### config.mk
export PLATFORM = sky130hd
export DESIGN_NAME = vxw_wait_gen
export DESIGN_NICKNAME = d
export VERILOG_FILES = /design/src/rtl/vxw_pkg.sv /design/src/rtl/vxw_strobe_track.sv /design/src/rtl/vxw_xfer_timer.sv /design/src/rtl/vxw_release_stage.sv /design/src/rtl/vxw_wait_gen.sv
export SDC_FILE = /design/constraint.sdc
export NUM_CORES = 1
export LEC_CHECK = 0
export ABC_CLOCK_PERIOD_IN_PS = 1700
export BUFFER_PORTS_ARGS = -buffer_cell sky130_fd_sc_hd__buf_2
export CAP_MARGIN = 20
export CORE_AREA = 5 5 42 44
export DETAILED_ROUTE_END_ITERATION = 12
export DIE_AREA = 0 0 47 49
export PLACE_DENSITY = 0.48
export SLEW_MARGIN = 10
export SYNTH_ARGS = -nofsm -noshare
export SYNTH_HDL_FRONTEND = slang
export SYNTH_HIERARCHICAL = 1
export SYNTH_SLANG_ARGS = --single-unit
### constraint.sdc
create_clock -name clk -period 1.7 [get_ports clk]
set_input_delay 0.425 -clock clk [delete_from_list [all_inputs] [get_ports clk]]
set_output_delay 0.425 -clock clk [all_outputs]
set_load 0.1 [all_outputs]
### src/rtl/vxw_pkg.sv
package vxw_pkg;

  // Default length of a transfer, in clocks, when the strobe is held.
  parameter int unsigned DEF_XFER_CLKS = 4;

  // When WAIT is released at the end of a transfer.
  typedef enum logic {
    REL_RISE = 1'b0,  // on the ending rising edge
    REL_HALF = 1'b1   // on the falling edge that follows it
  } rel_mode_e;

endpackage

### src/rtl/vxw_strobe_track.sv
module vxw_strobe_track (
  input  logic clk,
  input  logic rst_sn,
  input  logic stb_i,
  input  logic req_i,
  input  logic active_i,
  input  logic timeout_end_i,
  output logic start_o,
  output logic served_o
);

  logic armed_q, armed_d;
  logic served_q, served_d;
  logic req_seen_q, req_seen_d;

  // A transfer may start only when armed and no transfer is running.
  assign start_o  = stb_i & armed_q & ~active_i;
  assign served_o = served_q;

  always_comb begin
    armed_d    = armed_q;
    served_d   = served_q;
    req_seen_d = req_seen_q;
    if (!stb_i) begin
      armed_d  = 1'b1;
      served_d = 1'b0;
    end else begin
      if (start_o)       armed_d  = 1'b0;
      if (timeout_end_i) served_d = 1'b1;
    end
    if (start_o)    req_seen_d = 1'b0;
    else if (req_i) req_seen_d = 1'b1;
  end

  always_ff @(posedge clk or negedge rst_sn) begin
    if (!rst_sn) begin
      armed_q    <= 1'b0;
      served_q   <= 1'b0;
      req_seen_q <= 1'b0;
    end else begin
      armed_q    <= armed_d;
      served_q   <= served_d;
      req_seen_q <= req_seen_d;
    end
  end

  // once disarmed and idle, the next edge cannot leave a transfer running.
  assert_no_retrigger_R9: assert property (@(posedge clk) disable iff (!rst_sn)
    (!armed_q && !active_i) |=> !active_i);

  // R10 (input assumption): a strobe rise is always announced by a request.
  assert_req_before_stb_R10: assert property (@(posedge clk) disable iff (!rst_sn)
    $rose(stb_i) |-> req_seen_q);

endmodule

### src/rtl/vxw_xfer_timer.sv
module vxw_xfer_timer #(
  parameter int unsigned XFER_CLKS = vxw_pkg::DEF_XFER_CLKS,
  localparam int unsigned CNT_W = $clog2(XFER_CLKS + 1)
) (
  input  logic clk,
  input  logic rst_sn,
  input  logic start_i,
  input  logic stb_i,
  output logic active_o,
  output logic timeout_end_o
);

  localparam logic [CNT_W-1:0] LOAD_VAL = CNT_W'(XFER_CLKS);
  localparam logic [CNT_W-1:0] LAST_VAL = CNT_W'(1);

  logic             active_q, active_d;
  logic [CNT_W-1:0] cnt_q, cnt_d;
  logic             upd_en;

  assign active_o      = active_q;
  assign timeout_end_o = active_q & stb_i & (cnt_q == LAST_VAL);
  assign upd_en        = start_i | active_q;

  always_comb begin
    active_d = active_q;
    cnt_d    = cnt_q;
    if (active_q) begin
      if (!stb_i || cnt_q == LAST_VAL) begin
        active_d = 1'b0;
        cnt_d    = '0;
      end else begin
        cnt_d = cnt_q - LAST_VAL;
      end
    end else if (start_i) begin
      active_d = 1'b1;
      cnt_d    = LOAD_VAL;
    end
  end

  always_ff @(posedge clk or negedge rst_sn) begin
    if (!rst_sn) begin
      active_q <= 1'b0;
      cnt_q    <= '0;
    end else if (upd_en) begin
      active_q <= active_d;
      cnt_q    <= cnt_d;
    end
  end

  // a strobe sampled low during a transfer ends it on that edge.
  assert_end_on_release_R4: assert property (@(posedge clk) disable iff (!rst_sn)
    (active_q && !stb_i) |=> !active_q);

  // the final count ends the transfer.
  assert_timeout_end_R5: assert property (@(posedge clk) disable iff (!rst_sn)
    (active_q && cnt_q == LAST_VAL) |=> !active_q);

  // an accepted start leaves the transfer running after the edge.
  assert_start_runs_R2: assert property (@(posedge clk) disable iff (!rst_sn)
    start_i |=> active_q);

endmodule

### src/rtl/vxw_release_stage.sv
module vxw_release_stage (
  input  logic clk,
  input  logic rst_sn,
  input  logic half_i,
  input  logic active_i,
  output logic xfer_on_o
);
  import vxw_pkg::*;

  rel_mode_e mode;
  logic      tail_q;

  assign mode = rel_mode_e'(half_i);

  // Captures the transfer state on the falling edge, so it can hold
  // WAIT for half a clock after the transfer flag clears.
  always_ff @(negedge clk or negedge rst_sn) begin
    if (!rst_sn) tail_q <= 1'b0;
    else         tail_q <= active_i;
  end

  assign xfer_on_o = active_i | ((mode == REL_HALF) & tail_q);

  // R7 (input assumption): the release mode is held steady during a transfer.
  assert_mode_stable_R7: assert property (@(posedge clk) disable iff (!rst_sn)
    active_i |-> $stable(half_i));

endmodule

### src/rtl/vxw_wait_gen.sv
module vxw_wait_gen #(
  parameter int unsigned XFER_CLKS = vxw_pkg::DEF_XFER_CLKS
) (
  input  logic clk,
  input  logic rst_n,
  input  logic xfer_req_i,
  input  logic xfer_stb_i,
  input  logic half_rel_i,
  output logic dt_oe_n_o,
  output logic wait_o,
  output logic dtack_n_o
);

  logic [1:0] rst_pipe_q;
  logic       rst_sn;
  logic       start, active, timeout_end, served, xfer_on;

  // Reset asserts at once and releases on a rising edge.
  always_ff @(posedge clk or negedge rst_n) begin
    if (!rst_n) rst_pipe_q <= 2'b00;
    else        rst_pipe_q <= {rst_pipe_q[0], 1'b1};
  end
  assign rst_sn = rst_pipe_q[1];

  vxw_strobe_track u_track (
    .clk           (clk),
    .rst_sn        (rst_sn),
    .stb_i         (xfer_stb_i),
    .req_i         (xfer_req_i),
    .active_i      (active),
    .timeout_end_i (timeout_end),
    .start_o       (start),
    .served_o      (served)
  );

  vxw_xfer_timer #(.XFER_CLKS(XFER_CLKS)) u_timer (
    .clk           (clk),
    .rst_sn        (rst_sn),
    .start_i       (start),
    .stb_i         (xfer_stb_i),
    .active_o      (active),
    .timeout_end_o (timeout_end)
  );

  vxw_release_stage u_rel (
    .clk       (clk),
    .rst_sn    (rst_sn),
    .half_i    (half_rel_i),
    .active_i  (active),
    .xfer_on_o (xfer_on)
  );

  assign dt_oe_n_o = ~xfer_on;
  assign wait_o    = xfer_on;
  assign dtack_n_o = ~(served & xfer_stb_i & ~xfer_on);

  // acknowledge and wait are never active together.
  assert_ack_excl_R8: assert property (@(posedge clk) disable iff (!rst_sn)
    !(wait_o && !dtack_n_o));

  // the acknowledge is only given while the strobe is still present.
  assert_ack_needs_stb_R8: assert property (@(posedge clk) disable iff (!rst_sn)
    !dtack_n_o |-> xfer_stb_i);

endmodule

**Word-level counts from Yosys, hierarchy flattened**

Index checks and enable logic that the tools add are counted.

- Flip-flop bits (word level): 9
- Output and inout port bits: 3
- Logic and storage cells: 36

- $add $sub $neg: 1
- Eq/ne operators: 3
- Mux-type cells: 10
- Bitwise logic cells: 12
- Reductions and logical operators: 4

Operators with widths:

| cell | count |
|---|---|
| $mux W3 | 3 |
| $and A1 B1 Y1 | 7 |
| $mux W1 | 7 |
| $ne A2 B1 Y1 const B | 2 |
| $eq A3 B1 Y1 const B | 1 |
| $not A1 Y1 | 3 |
| $sub A3 B1 Y3 const B | 1 |
| $or A1 B1 Y1 | 2 |
| $reduce_and A2 Y1 | 1 |
| $reduce_bool A2 Y1 | 1 |
| $logic_not A1 Y1 | 1 |
| $logic_or A1 B1 Y1 | 1 |

**Longest topological paths before layout**

Gate-level depths: netlist of the first run.

- Depth in word-level cells: 5
- Depth in mapped cells: 5

**Cells and area by module**

Netlist of the first run, hierarchy kept.

Modules (own cells, without submodules):

| module | instances | cells an instance | area an instance (sq um) | seq. area each (sq um) |
|---|---|---|---|---|
| vxw_xfer_timer | 1 | 24 | 219.0 | 100.1 |
| vxw_strobe_track | 1 | 5 | 77.6 | 50.0 |
| vxw_wait_gen | 1 | 5 | 65.1 | 50.0 |
| vxw_release_stage | 1 | 2 | 32.5 | 25.0 |

==> results of run 1 <==
-- routing by layer --
layer / vias up / global-route usage / wire length [um]
met5: - / 0 / 0
met4: 0 / 0.04147 / 0
met3: 0 / 0.07011 / 66
met2: 8 / 0.09729 / 322
met1: 140 / 0.09773 / 310
li1: 149 / - / -
-- power groups by stage --
| stage | clock [uW] | combinational, uW | sequential (uW) |
|---|---|---|---|
| final | 155 | 550 | 320 |
| after global routing | 187 | 591 | 328 |
| after CTS | 167 | 550 | 321 |
| after detailed placement | 0 | 528 | 325 |
| after global placement | 0 | 516 | 317 |
| after floorplan | 0 | 332 | 321 |
-- synth_stat cells --
cell	instances
sky130_fd_sc_hd__o21bai_1	1
sky130_fd_sc_hd__ha_1	2
sky130_fd_sc_hd__or4b_1	1
sky130_fd_sc_hd__conb_1	1
sky130_fd_sc_hd__o21a_1	1
sky130_fd_sc_hd__and3b_2	1
sky130_fd_sc_hd__nand3_1	2
sky130_fd_sc_hd__nand3b_1	2
sky130_fd_sc_hd__a21bo_1	1
sky130_fd_sc_hd__nand4b_1	1
sky130_fd_sc_hd__inv_1	4
sky130_fd_sc_hd__nand2b_1	1
sky130_fd_sc_hd__nor2_1	2
sky130_fd_sc_hd__o21ai_0	2
sky130_fd_sc_hd__nand2_1	4
sky130_fd_sc_hd__dfrtn_1	1
sky130_fd_sc_hd__dfrtp_1	8
sky130_fd_sc_hd__a21o_1	1
-- metrics by stage --
step                  util  setup WS (ps)
finish              0.3982         -770.1
global route        0.3982         -829.4
CTS                 0.3964         -790.9
detailed placement  0.3652         -499.3
global placement    0.3652         -469.7
floorplan                -          -1064
-- layout make-up --
type	count	area, um^2
Sequential cell	9	225.2
Timing Repair Buffer	10	107.6
Tap cell	16	20.02
Multi-Input combinational cell	23	161.4
Clock buffer	4	26.28
Inverter	4	17.52
Fill cell	141	843.3
-- repair_timing --
action | CTS | global route
hold endpoints to repair | 2 | 0
setup buffers | 1 | 0
endpoints found under the setup margin | 3 | 3
hold buffers | 1 | 0
resized for setup | 1 | 1
-- registers in the layout, summed over array words and instances, names as in the netlist --
register / cells
u_timer/cnt_q: 3
u_timer/active_o: 1
u_track/armed_q: 1
u_track/served_o: 1
rst_pipe_q: 2
u_rel/tail_q: 1
-- critical path, stage by stage, from the launching register on --
cell and delay (ps):
sky130_fd_sc_hd__dfrtn_1 350, sky130_fd_sc_hd__a21o_4 200, sky130_fd_sc_hd__nand3b_1 190, sky130_fd_sc_hd__buf_12 190
-- path summary, 6_finish.rpt --
path	slack, ps	depth (start not counted)	to
min in group clk	350	0	rst_pipe_q[1]$_DFF_PN0_
max in group asynchronous	620	0	u_rel/tail_q$_DFF_NN0_
min reg2reg	100	0	u_track/served_o$_DFFE_PN0P_
max reg2reg	290	0	u_rel/tail_q$_DFF_NN0_
min	100	0	u_track/served_o$_DFFE_PN0P_
max	-770	3	dtack_n_o
-- kinds of logic (layout without fill, tap and decap cells) --
group / count (synthesis) / after routing / share of synthesized area
buffers and inverters: 4 / 18 / 0.03808
and+or+nand+nor: 14 / 14 / 0.2095
other: 1 / 1 / 0.009515
adders and majority gates: 2 / 2 / 0.06348
AOI/OAI and AO/OA: 6 / 6 / 0.1080
DFF: 9 / 9 / 0.5714
==> impl_results.md, run 1 <==
* Net Sw Power at 424.9 uW
* Clock Skew at 15.99 ps
* Total GRT Usage at 0.08114
* Fraction of layout cells with a size suffix above 1 at 0.3000
* Sequential group share of total power at 0.312
* Total clock buffers created by CTS at 3
* Floorplan row count at 14
* Post-Syn Instances at 36
* Setup ws final at -770.1 ps
* Total number of vias at 297
* Nature of the critical path startpoint: register
* Final wirelength at 698 um
* P&R area growth vs syn at 41.59%
* Buffers added on ports at 6
* Yosys warns at 6
* Final hold violation count at 0
* DR vias/cell at 4.500
* Violation count after the first detailed-route iteration at 4
* Clock root buffer: sky130_fd_sc_hd__clkbuf_4
* DRC violation count after routing at 0
* Height of the die at 49 um
* Via count of the first global-routing pass at 294
* Core Footprint at 1401 um^2
* Synthesized area at 394.1 um^2
* Origin of the worst setup path: u_rel/tail_q$_DFF_NN0_
* Count of antenna diodes in the layout at 0
* Worst-path fanout max at 3
* Worst hold-check path type: register to asynchronous set/reset pin
* Final Instance Count excl. Fillers at 66
* Most frequent cells in the layout: sky130_fd_sc_hd__dfrtp_1 (8), sky130_fd_sc_hd__nand2_1 (4)
* Failing checks: setup timing
* CTS clk-pin slew, worst paths at 60 ps
* Maximum number of pins on one net before global-route repair at 9
* Top-level I/O count at 8
* Final-layout worst hold slack at 101.4 ps
* Net switching share of the total power at 0.4144
* Wire length of the first global-routing pass at 1.262 mm
* Cells after DPL at 60
* Number of nets still failing antenna checks after routing at 0
* Total of max-cap violations at 0
* Worst supply voltage drop on vdd at 681.9 uV
* Share of total power in combinational logic at 0.537
* Total design power at 1025 uW
* Crit path capture type: output port
* Total die area at 2303 um^2
* Number of flip-flops and latches in the synthesized netlist at 9
* Die outline width at 47 um
* Mean instance size in the synthesized netlist at 10.95 um^2
* Cell area reported after detailed placement at 511.7 um^2
* Distinct cell type count of the synthesized netlist at 18
* Data required time of the worst path at 1270 ps
* Largest area contributor in the netlist: sky130_fd_sc_hd__dfrtp_1
* Static leakage power at 0.0002680 uW
* Most frequent standard cell in the layout excluding fill and tap cells: sky130_fd_sc_hd__dfrtp_1
* Source-to-sink clock delay at the later pin of the worst-skew pair at 260 ps
* Final standard cell area without fillers at 558.0 um^2
* RR Startpoint: u_timer/active_o$_DFFE_PN0P_
* Post-layout nets at 58
* Maximum root-to-sink buffer count at 2
* Initial antenna violation count at 0
* Slew Limit Fails at 0
* Setup tns final at -2180 ps
* DRT Pass-1 Iters at 2
* Mapped Nets at 43
* Final weighted congestion in routability-driven placement at 0.7856
* CTS Sinks at 9
* Fraction of power consumed by the clock network at 0.151
* Number of setup violations in the final report at 3
* Effective utilization at floorplan at 0.2813
* Number of H-tree levels at 1
* WL per Instance at 10.58 um
* Cells taking the most area after synthesis: sky130_fd_sc_hd__dfrtp_1 (51%), sky130_fd_sc_hd__dfrtn_1 (6.3%), sky130_fd_sc_hd__ha_1 (6.3%)
* Status: finished with violations
* Worst endpoint data arrival time at 2050 ps
* Overall overflow remaining after global route at 0
* Clock tree from TritonCTS: yes
* Sequential area share after synthesis at 0.5714
* Critical path start-end classification: register to output port
* RSZ-0062 raised after global routing: true
* Internal cell power at 600.5 uW
* Fraction of synthesized cell area taken by the top area cell type at 0.5079
* Power density normalized to cell area at 1838 nW/um^2
* Detailed placer's ending HPWL at 554.8 um
Note: power is estimated with default switching activity, not from simulation.
==> run 2, diff against run 1 <==
Settings changed: PLACE_DENSITY 0.48 to 0.49, SYNTH_HIERARCHICAL 1 to default.
==> run 2 against run 1 <==
- first-iteration DRC count down 50%
- setup slack better by 86 ps
- via count unchanged
- final cell count up 1.5%
- flip-flop and latch count unchanged
- the run still ends with setup timing left
- worst hold slack better by 69 ps
- routed wire length down 0.86%
- global-route usage down 0.65 points
- largest cell class unchanged
- cell area up 0.90%
==> impl_results.md, run 2 <==
* Source-to-sink clock delay at the later pin of the worst-skew pair at 270 ps
* Total die area at 2303 um^2
* Post-layout nets at 59
* Final wirelength at 692 um
* P&R area growth vs syn at 41.07%
* Effective utilization at floorplan at 0.2848
* Worst supply voltage drop on vdd at 406.9 uV
* Largest area contributor in the netlist: sky130_fd_sc_hd__dfrtp_1
* Mapped Nets at 45
* Number of synthesized flops with an enable pin at 0
* Total GRT Usage at 0.07468
* Flip-flop count of the largest register, all copies and words added at 3
* Power density normalized to cell area at 1119 nW/um^2
* Violation count after the first detailed-route iteration at 2
* Data required time of the worst path at 1270 ps
* Slew Limit Fails at 0
* Total of max-cap violations at 0
* Dominant synthesized flop cell: sky130_fd_sc_hd__dfrtp_1
* Share of synthesized cell area in and, or, nand and nor gates at 0.1755
* WL per Instance at 10.33 um
* Post-synthesis adder-cell area fraction at 0.06270
* Detailed placer's ending HPWL at 513.4 um
* Multiplexer fraction of the synthesized cell area at 0
* Die outline width at 47 um
* Clock Skew at 7.692 ps
* Crit path capture type: output port
* Worst reg-to-reg setup slack at 220 ps
* Pre-CTS setup slack at -412.3 ps
* Maximum number of pins on one net before global-route repair at 9
* Number of setup violations in the final report at 3
* CTS Sinks at 9
* RSZ-0062 raised after global routing: true
* Final hold violation count at 0
* Dominant combinational cell family by area after synthesis: simple AND/OR/NAND/NOR gates
* Cells taking the most area after synthesis: sky130_fd_sc_hd__dfrtp_1 (50%), sky130_fd_sc_hd__dfrtn_1 (6.3%), sky130_fd_sc_hd__ha_1 (6.3%)
* Worst hold-check path type: register to asynchronous set/reset pin
* Number of flip-flops and latches in the synthesized netlist at 9
* Via count of the first global-routing pass at 284
* Status: finished with violations
* Count of antenna diodes in the layout at 0
* Clock tree from TritonCTS: yes
* Total number of vias at 297
* Top-level I/O count at 8
* Most frequent standard cell in the layout excluding fill and tap cells: sky130_fd_sc_hd__dfrtp_1
* Core Footprint at 1401 um^2
* Largest Register: u_timer.cnt_q
* Yosys warns at 0
* Top Registers: u_timer.cnt_q (3), rst_pipe_q (2)
* Critical path start-end classification: register to output port
* Sequential area share after synthesis at 0.5643
* Initial antenna violation count at 0
* Total clock buffers created by CTS at 3
* DR vias/cell at 4.433
* Floorplan row count at 14
* DRC violation count after routing at 0
* Height of the die at 49 um
* Wire length of the first global-routing pass at 1.138 mm
* CTS clk-pin slew, worst paths at 70 ps
* Worst reg-to-reg path cell count at 0
* Post-Syn Instances at 38
* Library cell with the highest instance count after synthesis: sky130_fd_sc_hd__dfrtp_1
* Failing checks: setup timing
* Total of fill cells in the finished design at 139
* Xor and xnor area share after synthesis at 0
* Post-synth top cells: sky130_fd_sc_hd__dfrtp_1 (8), sky130_fd_sc_hd__nand2_1 (5), sky130_fd_sc_hd__inv_1 (4), sky130_fd_sc_hd__o21ai_0 (4)
* Buffers added on ports at 6
* Final weighted congestion in routability-driven placement at 0.6714
* Synthesized area at 399.1 um^2
* Share of flip-flops with an asynchronous set or reset after synthesis at 1.000
* Fraction of layout cells with a size suffix above 1 at 0.3137
* Sequential standard cell area at 225.2 um^2
* Mean instance size in the synthesized netlist at 10.50 um^2
* Area of the multi-input gates at 163.9 um^2
* Clock root buffer: sky130_fd_sc_hd__clkbuf_4
* Most frequent cells in the layout: sky130_fd_sc_hd__dfrtp_1 (8), sky130_fd_sc_hd__nand2_1 (5), sky130_fd_sc_hd__inv_1 (4), sky130_fd_sc_hd__o21ai_0 (4)
* Worst endpoint data arrival time at 1960 ps
* Fraction of synthesized cell area taken by the top area cell type at 0.5016
* DRT Pass-1 Iters at 4
* Number of H-tree levels at 1
* Total design power at 629.8 uW
* Static leakage power at 0.0002594 uW
* Number of nets still failing antenna checks after routing at 0
* Overall overflow remaining after global route at 0
* Distinct cell type count of the synthesized netlist at 19
* Utilization of the core after routing at 0.4018
* Fraction of the mapped netlist area in compound gates at 0.1223
* Nature of the critical path startpoint: register
* Maximum root-to-sink buffer count at 2
* Worst-path fanout max at 3
* Setup ws final at -684.3 ps
[run 2: layer usage]
layer / wire, um / track usage / vias up
li1: - / - / 150
met1: 299 / 0.08617 / 133
met2: 295 / 0.08597 / 10
met3: 68 / 0.04059 / 4
met4: 27 / 0.08295 / 0
met5: 0 / 0 / -
[run 2: worst paths after layout]
path,from,end
max,u_rel.tail_q$_DFF_NN0_,dtack_n_o
min,rst_pipe_q[1]$_DFF_PN0_,u_timer.cnt_q[2]$_DFFE_PN0P_
max reg2reg,u_timer.active_o$_DFFE_PN0P_,u_rel.tail_q$_DFF_NN0_
min reg2reg,rst_pipe_q[1]$_DFF_PN0_,u_timer.cnt_q[2]$_DFFE_PN0P_
max in group asynchronous,rst_pipe_q[1]$_DFF_PN0_,u_rel.tail_q$_DFF_NN0_
min in group clk,rst_pipe_q[0]$_DFF_PN0_,rst_pipe_q[1]$_DFF_PN0_
[run 2: metrics by stage]
stage | std cells | TNS (ps) | hold slack [ps] | instance area (um^2)
5_1_grt | 67 | -2176 | 204.5 | 563.0
2_1_floorplan | 38 | -2777 | 81.48 | 415.4
4_1_cts | 66 | -2011 | 181.3 | 551.8
3_3_place_gp | 61 | -1074 | 170.0 | 514.2
3_5_place_dp | 61 | -1110 | 177.4 | 514.2
6_report | 67 | -2023 | 170.4 | 563.0
[run 2: final cells by class]
type                            instances  share of cell area
Sequential cell                         9              0.4000
Timing Repair Buffer                   10              0.1978
Inverter                                4             0.02667
Clock buffer                            3             0.04000
Tap cell                               16             0.03556
Multi-Input combinational cell         24              0.2911
Clock inverter                          1            0.008889
[run 2: timing repair]
action	in CTS	in global routing
buffers inserted	0	1
endpoints found under the setup margin	3	3
pin swaps	0	2
resized for setup	0	1
hold buffers	1	0
endpoints found under the hold margin	2	0
[run 2: kinds of logic after synthesis]
kind of cell / after synthesis
and+or+nand+nor: 12
AOI/OAI and AO/OA: 9
DFF: 9
buffers and inverters: 5
adders and majority gates: 2
other: 1
[run 2: report_power, final]
group	leakage, uW	switching [uW]	total [uW]	internal [uW]
clock network	0.0000177	81.5	168	87.0
logic	0.000131	108	190	82.2
registers	0.000111	27.5	271	244
[run 2: worst max-delay path: stages (launching register included)]
cell                      delay [ps]
sky130_fd_sc_hd__dfrtn_1         360
sky130_fd_sc_hd__a21oi_4         190
sky130_fd_sc_hd__nand3_2         110
sky130_fd_sc_hd__buf_12          180
